[config.mk]
export PLATFORM = sky130hd
export DESIGN_NAME = event_tally
export DESIGN_NICKNAME = d
export VERILOG_FILES = /design/src/rtl/tally_pkg.sv /design/src/rtl/evt_tap.sv /design/src/rtl/win_gate.sv /design/src/rtl/tally_core.sv /design/src/rtl/event_tally.sv
export SDC_FILE = /design/constraint.sdc
export NUM_CORES = 1
export LEC_CHECK = 0
export BUFFER_PORTS_ARGS = -buffer_cell sky130_fd_sc_hd__buf_2
export CAP_MARGIN = 40
export CORE_ASPECT_RATIO = 1.2
export CORE_MARGIN = 2
export CORE_UTILIZATION = 32
export DETAILED_ROUTE_END_ITERATION = 16
export GPL_TIMING_DRIVEN = 0
export SLEW_MARGIN = 15
export SYNTH_ARGS = -nofsm -noshare
export SYNTH_HDL_FRONTEND = slang
export SYNTH_SLANG_ARGS = --single-unit
[constraint.sdc]
create_clock -name clk -period 3.7 [get_ports clk]
set_clock_uncertainty 0.1 [all_clocks]
set_input_delay 0.555 -clock clk [delete_from_list [all_inputs] [get_ports clk]]
set_output_delay 0.555 -clock clk [all_outputs]
set_load 0.005 [all_outputs]
[src/rtl/tally_pkg.sv]
package tally_pkg;
  typedef enum logic [1:0] {
    TM_FREE   = 2'd0,
    TM_WINDOW = 2'd1,
    TM_ACCUM  = 2'd2
  } tally_mode_t;

  typedef struct packed {
    logic open;
    logic zero;
  } gate_cmd_t;
endpackage

[src/rtl/evt_tap.sv]
module evt_tap #(
  parameter int NUM_EVT = 8,
  localparam int SEL_W = (NUM_EVT > 1) ? $clog2(NUM_EVT) : 1
) (
  input  logic               clk,
  input  logic               rst,
  input  logic [NUM_EVT-1:0] evt_in,
  input  logic               sel_en,
  input  logic [SEL_W-1:0]   sel,
  input  logic               level,
  input  logic [SEL_W-1:0]   start_sel,
  input  logic [SEL_W-1:0]   stop_sel,
  output logic               inc,
  output logic               start_hit,
  output logic               stop_hit
);
  logic [NUM_EVT-1:0] prev_q;
  logic [NUM_EVT-1:0] rise;

  always_ff @(posedge clk) begin
    if (rst) prev_q <= '0;
    else     prev_q <= evt_in;
  end

  for (genvar i = 0; i < NUM_EVT; i++) begin : g_rise
    assign rise[i] = evt_in[i] & ~prev_q[i];
  end

  always_comb begin
    if (!sel_en)    inc = 1'b1;
    else if (level) inc = evt_in[sel];
    else            inc = rise[sel];
  end

  assign start_hit = evt_in[start_sel];
  assign stop_hit  = evt_in[stop_sel];
endmodule

[src/rtl/win_gate.sv]
module win_gate
  import tally_pkg::*;
(
  input  logic        clk,
  input  logic        rst,
  input  logic        en,
  input  tally_mode_t mode,
  input  logic        start_hit,
  input  logic        stop_hit,
  output gate_cmd_t   cmd
);
  logic run_q, run_d;

  always_comb begin
    run_d    = run_q;
    cmd.open = 1'b0;
    cmd.zero = 1'b0;
    if (en) begin
      if (mode == TM_FREE) begin
        cmd.open = 1'b1;
      end else if (stop_hit) begin
        run_d = 1'b0;
      end else if (start_hit) begin
        run_d    = 1'b1;
        cmd.zero = (mode == TM_WINDOW);
      end else begin
        cmd.open = run_q;
      end
    end
  end

  always_ff @(posedge clk) begin
    if (rst) run_q <= 1'b0;
    else     run_q <= run_d;
  end
endmodule

[src/rtl/tally_core.sv]
module tally_core #(
  parameter int CNT_W = 32
) (
  input  logic             clk,
  input  logic             rst,
  input  logic             cnt_clr,
  input  logic             step,
  input  logic             zero,
  input  logic [CNT_W-1:0] ref_val,
  input  logic             clear_on_match,
  input  logic             irq_en,
  input  logic             halt_en,
  input  logic             flag_clr,
  input  logic             ovf_clr,
  output logic [CNT_W-1:0] count,
  output logic             match_flag,
  output logic             ovf_flag,
  output logic             irq,
  output logic             halt
);
  logic [CNT_W-1:0] cnt_q, cnt_d, nxt;
  logic             flag_q, flag_d, ovf_q, ovf_d;
  logic             irq_q, halt_q, live, hit, wrap;

  assign nxt  = cnt_q + CNT_W'(1);
  assign live = step & ~cnt_clr;
  assign hit  = live & (nxt == ref_val);
  assign wrap = live & (cnt_q == '1);

  always_comb begin
    if (cnt_clr || zero)             cnt_d = '0;
    else if (hit && clear_on_match)  cnt_d = '0;
    else if (step)                   cnt_d = nxt;
    else                             cnt_d = cnt_q;
    flag_d = hit  | (flag_q & ~flag_clr);
    ovf_d  = wrap | (ovf_q & ~ovf_clr);
  end

  always_ff @(posedge clk) begin
    if (rst) begin
      cnt_q  <= '0;
      flag_q <= 1'b0;
      ovf_q  <= 1'b0;
      irq_q  <= 1'b0;
      halt_q <= 1'b0;
    end else begin
      cnt_q  <= cnt_d;
      flag_q <= flag_d;
      ovf_q  <= ovf_d;
      irq_q  <= flag_d & irq_en;
      halt_q <= flag_d & halt_en;
    end
  end

  assign count      = cnt_q;
  assign match_flag = flag_q;
  assign ovf_flag   = ovf_q;
  assign irq        = irq_q;
  assign halt       = halt_q;
endmodule

[src/rtl/event_tally.sv]
module event_tally
  import tally_pkg::*;
#(
  parameter int CNT_W   = 32,
  parameter int NUM_EVT = 8,
  localparam int SEL_W  = (NUM_EVT > 1) ? $clog2(NUM_EVT) : 1
) (
  input  logic               clk,
  input  logic               rst,
  input  logic               en,
  input  logic               cnt_clr,
  input  logic               evt_flag_clr,
  input  logic               ovf_clr,
  input  logic [NUM_EVT-1:0] evt_in,
  input  logic [CNT_W-1:0]   cfg_ref,
  input  logic               cfg_count_sel_en,
  input  logic [SEL_W-1:0]   cfg_count_sel,
  input  logic [SEL_W-1:0]   cfg_start_sel,
  input  logic [SEL_W-1:0]   cfg_stop_sel,
  input  logic               cfg_window,
  input  logic               cfg_accumulate,
  input  logic               cfg_level,
  input  logic               cfg_clear_on_match,
  input  logic               cfg_irq_en,
  input  logic               cfg_halt_en,
  output logic [CNT_W-1:0]   count,
  output logic               match_flag,
  output logic               ovf_flag,
  output logic               irq,
  output logic               halt
);
  tally_mode_t mode;
  gate_cmd_t   cmd;
  logic        inc, start_hit, stop_hit;

  always_comb begin
    if (!cfg_window)         mode = TM_FREE;
    else if (cfg_accumulate) mode = TM_ACCUM;
    else                     mode = TM_WINDOW;
  end

  evt_tap #(.NUM_EVT(NUM_EVT)) u_tap (
    .clk(clk), .rst(rst), .evt_in(evt_in),
    .sel_en(cfg_count_sel_en), .sel(cfg_count_sel), .level(cfg_level),
    .start_sel(cfg_start_sel), .stop_sel(cfg_stop_sel),
    .inc(inc), .start_hit(start_hit), .stop_hit(stop_hit)
  );

  win_gate u_gate (
    .clk(clk), .rst(rst), .en(en), .mode(mode),
    .start_hit(start_hit), .stop_hit(stop_hit), .cmd(cmd)
  );

  tally_core #(.CNT_W(CNT_W)) u_core (
    .clk(clk), .rst(rst), .cnt_clr(cnt_clr),
    .step(cmd.open & inc), .zero(cmd.zero),
    .ref_val(cfg_ref), .clear_on_match(cfg_clear_on_match),
    .irq_en(cfg_irq_en), .halt_en(cfg_halt_en),
    .flag_clr(evt_flag_clr), .ovf_clr(ovf_clr),
    .count(count), .match_flag(match_flag), .ovf_flag(ovf_flag),
    .irq(irq), .halt(halt)
  );
endmodule

Word level (Yosys, flattened, before mapping)

Cells that the tools add are included.
Widths: inputs -> output; s select.

Add/subtract/negate cells: 1
Multiply operators: 0
Divide/modulo/power cells: 0
Order comparisons: 3
Equality and inequality tests: 3
Shift operators: 0
Muxes and demuxes: 20
Bitwise gates (word level): 30
Reduce and logical (&&, ||, !) cells: 6

Operators by type and width:

| cell                  | number |
|---|---|
| $add 32x1->32 const B | 1 |
| $eq 32x32->1          | 1 |
| $eq 32x32->1 const B  | 1 |
| $and 1x1->1           | 16 |
| $bmux 1 s3            | 4 |
| $lt 3x4->1 const B    | 3 |
| $mux 1                | 12 |
| $not 1->1             | 12 |
| $mux 2                | 4 |
| $reduce_and 3->1      | 1 |
| $reduce_or 3->1       | 1 |
| $eq 2x1->1 const B    | 1 |
| $logic_not 2->1       | 1 |
| $or 1x1->1            | 2 |
| $reduce_bool 2->1     | 1 |
| $logic_and 1x1->1     | 1 |
| $logic_or 1x1->1      | 1 |

Bits in registers: 45
Bits in latches: 0
Bits in writable memories: 0
Bits in read-only memories: 0
Input port bits: 62
Output and inout bits: 36
Word-level logic and storage cells: 70
Memories kept: 0

Depth between registers and ports, before layout

Depth in word-level cells: 12
Gate-level depth with buffers: 12
Gate-level depth less buffers: 9

Hierarchy

From an unflattened synthesis, not the netlist that was laid out.

Cell total of the unflattened synthesis: 423
Area, all modules: 3,458.3 µm²

By module, submodules not included:

| module      | times used | cells each | area an instance (µm²) | sequential area each (µm²) |
|---|---|---|---|---|
| tally_core  | 1          | 367        | 2,846.5                | 720.7 |
| evt_tap     | 1          | 43         | 509.2                  | 160.2 |
| win_gate    | 1          | 10         | 80.1                   | 20.0 |
| event_tally | 1          | 3          | 22.5                   | 0.0 |

Worst setup path after synthesis

No wires, ideal clock.

Path kind: input -> register
Start point: input cfg_stop_sel[1]
End point: register u_core.cnt_q[10] (netlist: u_core.count[10])
Setup time: 0.112 ns
Arrival: 2.706 ns
Data required time: 3.488 ns
Setup slack: 0.782 ns
Cell stages on the path: 10
Buffers on the path: 2
Cells stage by stage: mux4_1 -> mux2i_2 -> a41oi_1 -> a41o_1 -> a2111oi_2 -> and4b_1 -> and4_1 -> buf_4 -> buf_8 -> nor2_2

Cells in the longest elaborated chain, start to end: 10
Elaborated cells between the ends (all ways): 12
Classes of those cells: 6 x mux; 3 x bitwise; 3 x reduce/logical

RTL lines:

| what                             | line              | RTL |
|---|---|---|
| start: declaration               | event_tally.sv:19 | `input logic [SEL_W-1:0] cfg_stop_sel,` |
| $bmux 1 s3 (*)                   | evt_tap.sv:36     | `assign stop_hit = evt_in[stop_sel];` |
| $mux 1 (not written as such) (*) | evt_tap.sv:36     |  |
| $mux 2 (*)                       | win_gate.sv:21    | `end else if (stop_hit) begin` |
| $mux 1                           | win_gate.sv:19    | `if (mode == TM_FREE) begin` |
| $mux 2 (*)                       | win_gate.sv:18    | `if (en) begin` |
| $and 1x1->1                      | event_tally.sv:56 | `.step(cmd.open & inc), .zero(cmd.zero),` |
| $and 1x1->1                      | tally_core.sv:26  | `assign live = step & ~cnt_clr;` |
| $and 1x1->1                      | tally_core.sv:27  | `assign hit = live & (nxt == ref_val);` |
| $logic_and 1x1->1                | tally_core.sv:32  | `else if (hit && clear_on_match) cnt_d = '0;` |
| $reduce_or 3->1 (no line)        | -                 |  |
| end signal: assignment           | tally_core.sv:47  | `cnt_q <= cnt_d;` |
| end: declaration                 | tally_core.sv:21  | `logic [CNT_W-1:0] cnt_q, cnt_d, nxt;` |

Mark *: on every way between the ends. The rest lies on a longest branch, timed or not. The select of a mux whose other input is x is not followed.
A chain may end at the register's enable or synchronous reset.

Worst setup path after layout

Start point: register u_core.cnt_q[0] (netlist: u_core.count[0])
End point: register u_core.cnt_q[10] (netlist: u_core.count[10])

Cells in the longest elaborated chain, start to end: 5

RTL lines:

| what                      | line             | RTL |
|---|---|---|
| $add 32x1->32 (*)         | tally_core.sv:25 | `assign nxt = cnt_q + CNT_W'(1);` |
| $eq 32x32->1              | tally_core.sv:27 |  |
| $and 1x1->1               | tally_core.sv:27 |  |
| $logic_and 1x1->1         | tally_core.sv:32 |  |
| $reduce_or 3->1 (no line) | -                |  |

Mark *: on every way between the ends. The rest lies on a longest branch, timed or not.

==> summary.txt <==
Placed design
  – I/O Buffers: 95
  – DPL Wire Length: 7570 um
  – Cells after DPL: 637
  – Placer Congestion: 0.876

STA
  – Crit share post-route: 89.5%
  – Hold Fails Final Rpt: 0
  – Setup TNS Final: 0 ns
  – Clock period minus worst slack: 3.31 ns
  – Slew HR: 57.8%
  – FMAX: 302 MHz
  – Slew Viols, Final: 0
  – RSZ-0062 raised after global routing: no
  – Worst Tran Pin Value: 0.627 ns
  – Final setup fails: 0

Synth
  – Synth Cell Area: 3280 sq um
  – Ys async rst share: 0%
  – FF+latch count, synth: 45
  – Syn Nets: 478
  – Post-synth EDFFs: 0
  – Commonest cells post-synth: nand2_1, nor2_1, dfxtp_1, xor2_1, xnor2_1
  – Ys flop type: dfxtp_1
  – Cell count after synthesis: 415
  – Most frequent cell after synthesis: nand2_1
  – Yosys cell types: 57
  – Ys Warns: 0
  – Post-synthesis sequential area ratio: 27.4%
  – Post-Syn Area per Cell: 7.91 sq um
  – Synth top area cells: dfxtp_1, xor2_1, xnor2_1
  – Yosys top cell area share: 27.4%
  – Largest area contributor in the netlist: dfxtp_1

Clock network
  – H-tree depth: 2
  – CTS buffer count: 5
  – Reg clk slew, reported paths: 0.07 ns
  – TritonCTS clock tree: built
  – Hold buffer count at cts: 0
  – Root buf cell: clkbuf_16
  – CTS Sinks: 45
  – CTS max path bufs: 2
  – Clk_lat worst skew: 0.29 ns

Detailed routing
  – Wirelength, routed: 9480 um
  – DR WL/cell: 14.7 um
  – Vias per cell: 5.08
  – Initial drt markers: 119
  – Via count: 3279
  – Routed Antenna Nets: 0
  – DRC viols: 0
  – TritonRoute pass-1 iters: 4

Layout
  – Area of the multi-input gates: 2240 sq um
  – Reg area: 901 sq um
  – Final std cells w/o fill: 645
  – Ant. Diodes: 0
  – Nets: 581
  – Filler Cells Inserted: 1078
  – Area grow syn2layout: 24.8%
  – Share of cells above drive strength 1: 25.6%

Die
  – Core Area: 10000 sq um
  – Height of the die: 115 um
  – Effective utilization at floorplan: 32.8%
  – IO Count: 98
  – Area of the die: 11100 sq um
  – Row count: 40
  – Die Wd: 96.5 um

GRT
  – Met1 Usage GRT: 22.0%
  – Number of global-route vias before repair: 3177
  – GRT overflow: 0
  – Grt met2 use: 31.0%
  – Largest net degree at the start of global routing: 16
  – Busiest grt layer: met2
  – Overall Global Routing Usage: 17.7%
  – GR Util met3: 2.49%
  – First-pass GRT wire length: 15300 um
  – Initial antenna violation count: 0

Critical path
  – Critical R2R Launch: u_core.count[0]
  – Worst endpoint required time: 3.78 ns
  – Worst-path fanout max: 10
  – Worst path slowest cell: dfxtp_1
  – Endpoint arrival time on the critical path: 3.40 ns
  – Delay-heaviest family, CP: simple AND/OR/NAND/NOR gates
  – Crit Path Category: flop to flop
  – Worst Path Buf+Inv: 2
  – Worst setup SP type: flop
  – Worst Setup SP: u_core.count[0]
  – Crit. End Element: flop
  – Slowest Stage Delay on Critical Path: 0.48 ns
  – CP Cell Sequence: ha_1, nand4_1, nor4_2, nand2_1, xnor2_1, a2111oi_0, o2111a_1, and4_1, buf_4, buf_8, nor2_2

Pwr
  – P_leak: 1.85 nW
  – PwrDens: 283 nW/um^2
  – VDD IR max: 0.203 mV

Job
  – Maxcap violations: 0

Worst hold path
  – Min-Delay Startpoint: u_core.ovf_flag
  – Hold Crit Class: flop to flop

Outcome
  – Status: finished clean
-- per-layer routing --
metal | part of all wire [%] | vias up
met3 | 5.2 | 14
li1 | - | 1644
met2 | 49 | 92
met4 | 1.9 | 0
met1 | 44 | 1529
met5 | 0 | -
-- logic make-up after synthesis --
group                      count (synthesis)  share of synthesized area [%]
muxes                                     12                           5.83
buffers and inverters                     30                           4.53
xor gates and xnor gates                  77                           20.5
adders and majority gates                  1                          0.381
DFF                                       45                           27.4
and+or+nand+nor                          216                           33.2
AOI/OAI and AO/OA                         34                           8.11
-- repair_timing --
item | CTS | global route
hold endpoints to repair | 0 | 0
setup buffers | 0 | 0
setup endpoints to repair | 0 | 30
gates resized for setup | 0 | 1
-- path summary, 6_finish.rpt --
check | end | slack [ns] | depth (start not counted)
worst max-delay path | u_core.count[10] | 0.39 | 11
worst min-delay path | u_core.ovf_flag | 0.39 | 2
worst max register to register | u_core.count[10] | 0.39 | 11
worst min register to register | u_core.ovf_flag | 0.39 | 2
-- metrics by stage --
stage / hold WS (ns) / total power, mW / area (sq um) / setup WS [ns] / util [%]
floorplan: 0.361 / 0.583 / 3280 / 0.782 / -
global placement: 0.368 / 0.647 / 3920 / 0.217 / 39.1
detailed placement: 0.384 / 0.650 / 3920 / 0.198 / 39.2
CTS: 0.394 / 1.17 / 4090 / 0.164 / 40.9
global route: 0.391 / 1.21 / 4100 / 0.215 / 41.0
finish: 0.389 / 1.16 / 4100 / 0.388 / 41.0
-- worst min-delay path, cell delays in order, from the launching register on --
cell	delay (ns)
dfxtp_1	0.31
nand2b_1	0.07
a21oi_1	0.06
-- registers in the layout, indices dropped and copies added, names as in the netlist --
signal	cells
u_core.count	32
u_tap.prev_q	8
u_core.halt	1
u_core.irq	1
u_core.match_flag	1
u_core.ovf_flag	1
u_gate.run_q	1
-- power breakdown --
group / switching [mW] / internal [mW]
clock: 0.204 / 0.320
sequential: 0.00245 / 0.490
combinational: 0.0758 / 0.0702
-- placed cells by master, fill, tap and decap left out, types with 2 or more instances in the layout --
master,synthesis,layout
nand3b_1,2,2
nor3_1,18,18
or3_1,2,2
o21ai_0,5,5
nand4_1,13,13
a21oi_1,5,5
clkbuf_1,11,11
buf_2,5,101
clkbuf_16,0,5
xor2_1,39,39
mux4_2,4,4
inv_1,9,9
a31oi_1,3,3
o311ai_0,2,2
nand2_1,56,56
and4_1,5,5
o221ai_1,2,2
dfxtp_1,45,45
mux2i_1,5,5
and3_1,8,8
nand3_1,15,15
nor4_1,8,7
nor2_2,10,10
buf_6,2,2
nor2_1,50,50
nand2b_1,4,4
nor3b_1,6,6
xnor2_1,38,38
nor4_2,1,2
o2111ai_1,2,2
a211o_1,2,2
nor2b_1,12,12
-- layout make-up --
type,count,area share [%]
Multi-Input combinational cell,340,54.7
Timing Repair Buffer,96,11.7
Clock inverter,3,1.13
Clock buffer,5,3.05
Tap cell,126,3.84
Inverter,9,0.824
Sequential cell,45,22.0
Buffer,21,2.81
Note: power is estimated with default switching activity, not from simulation.
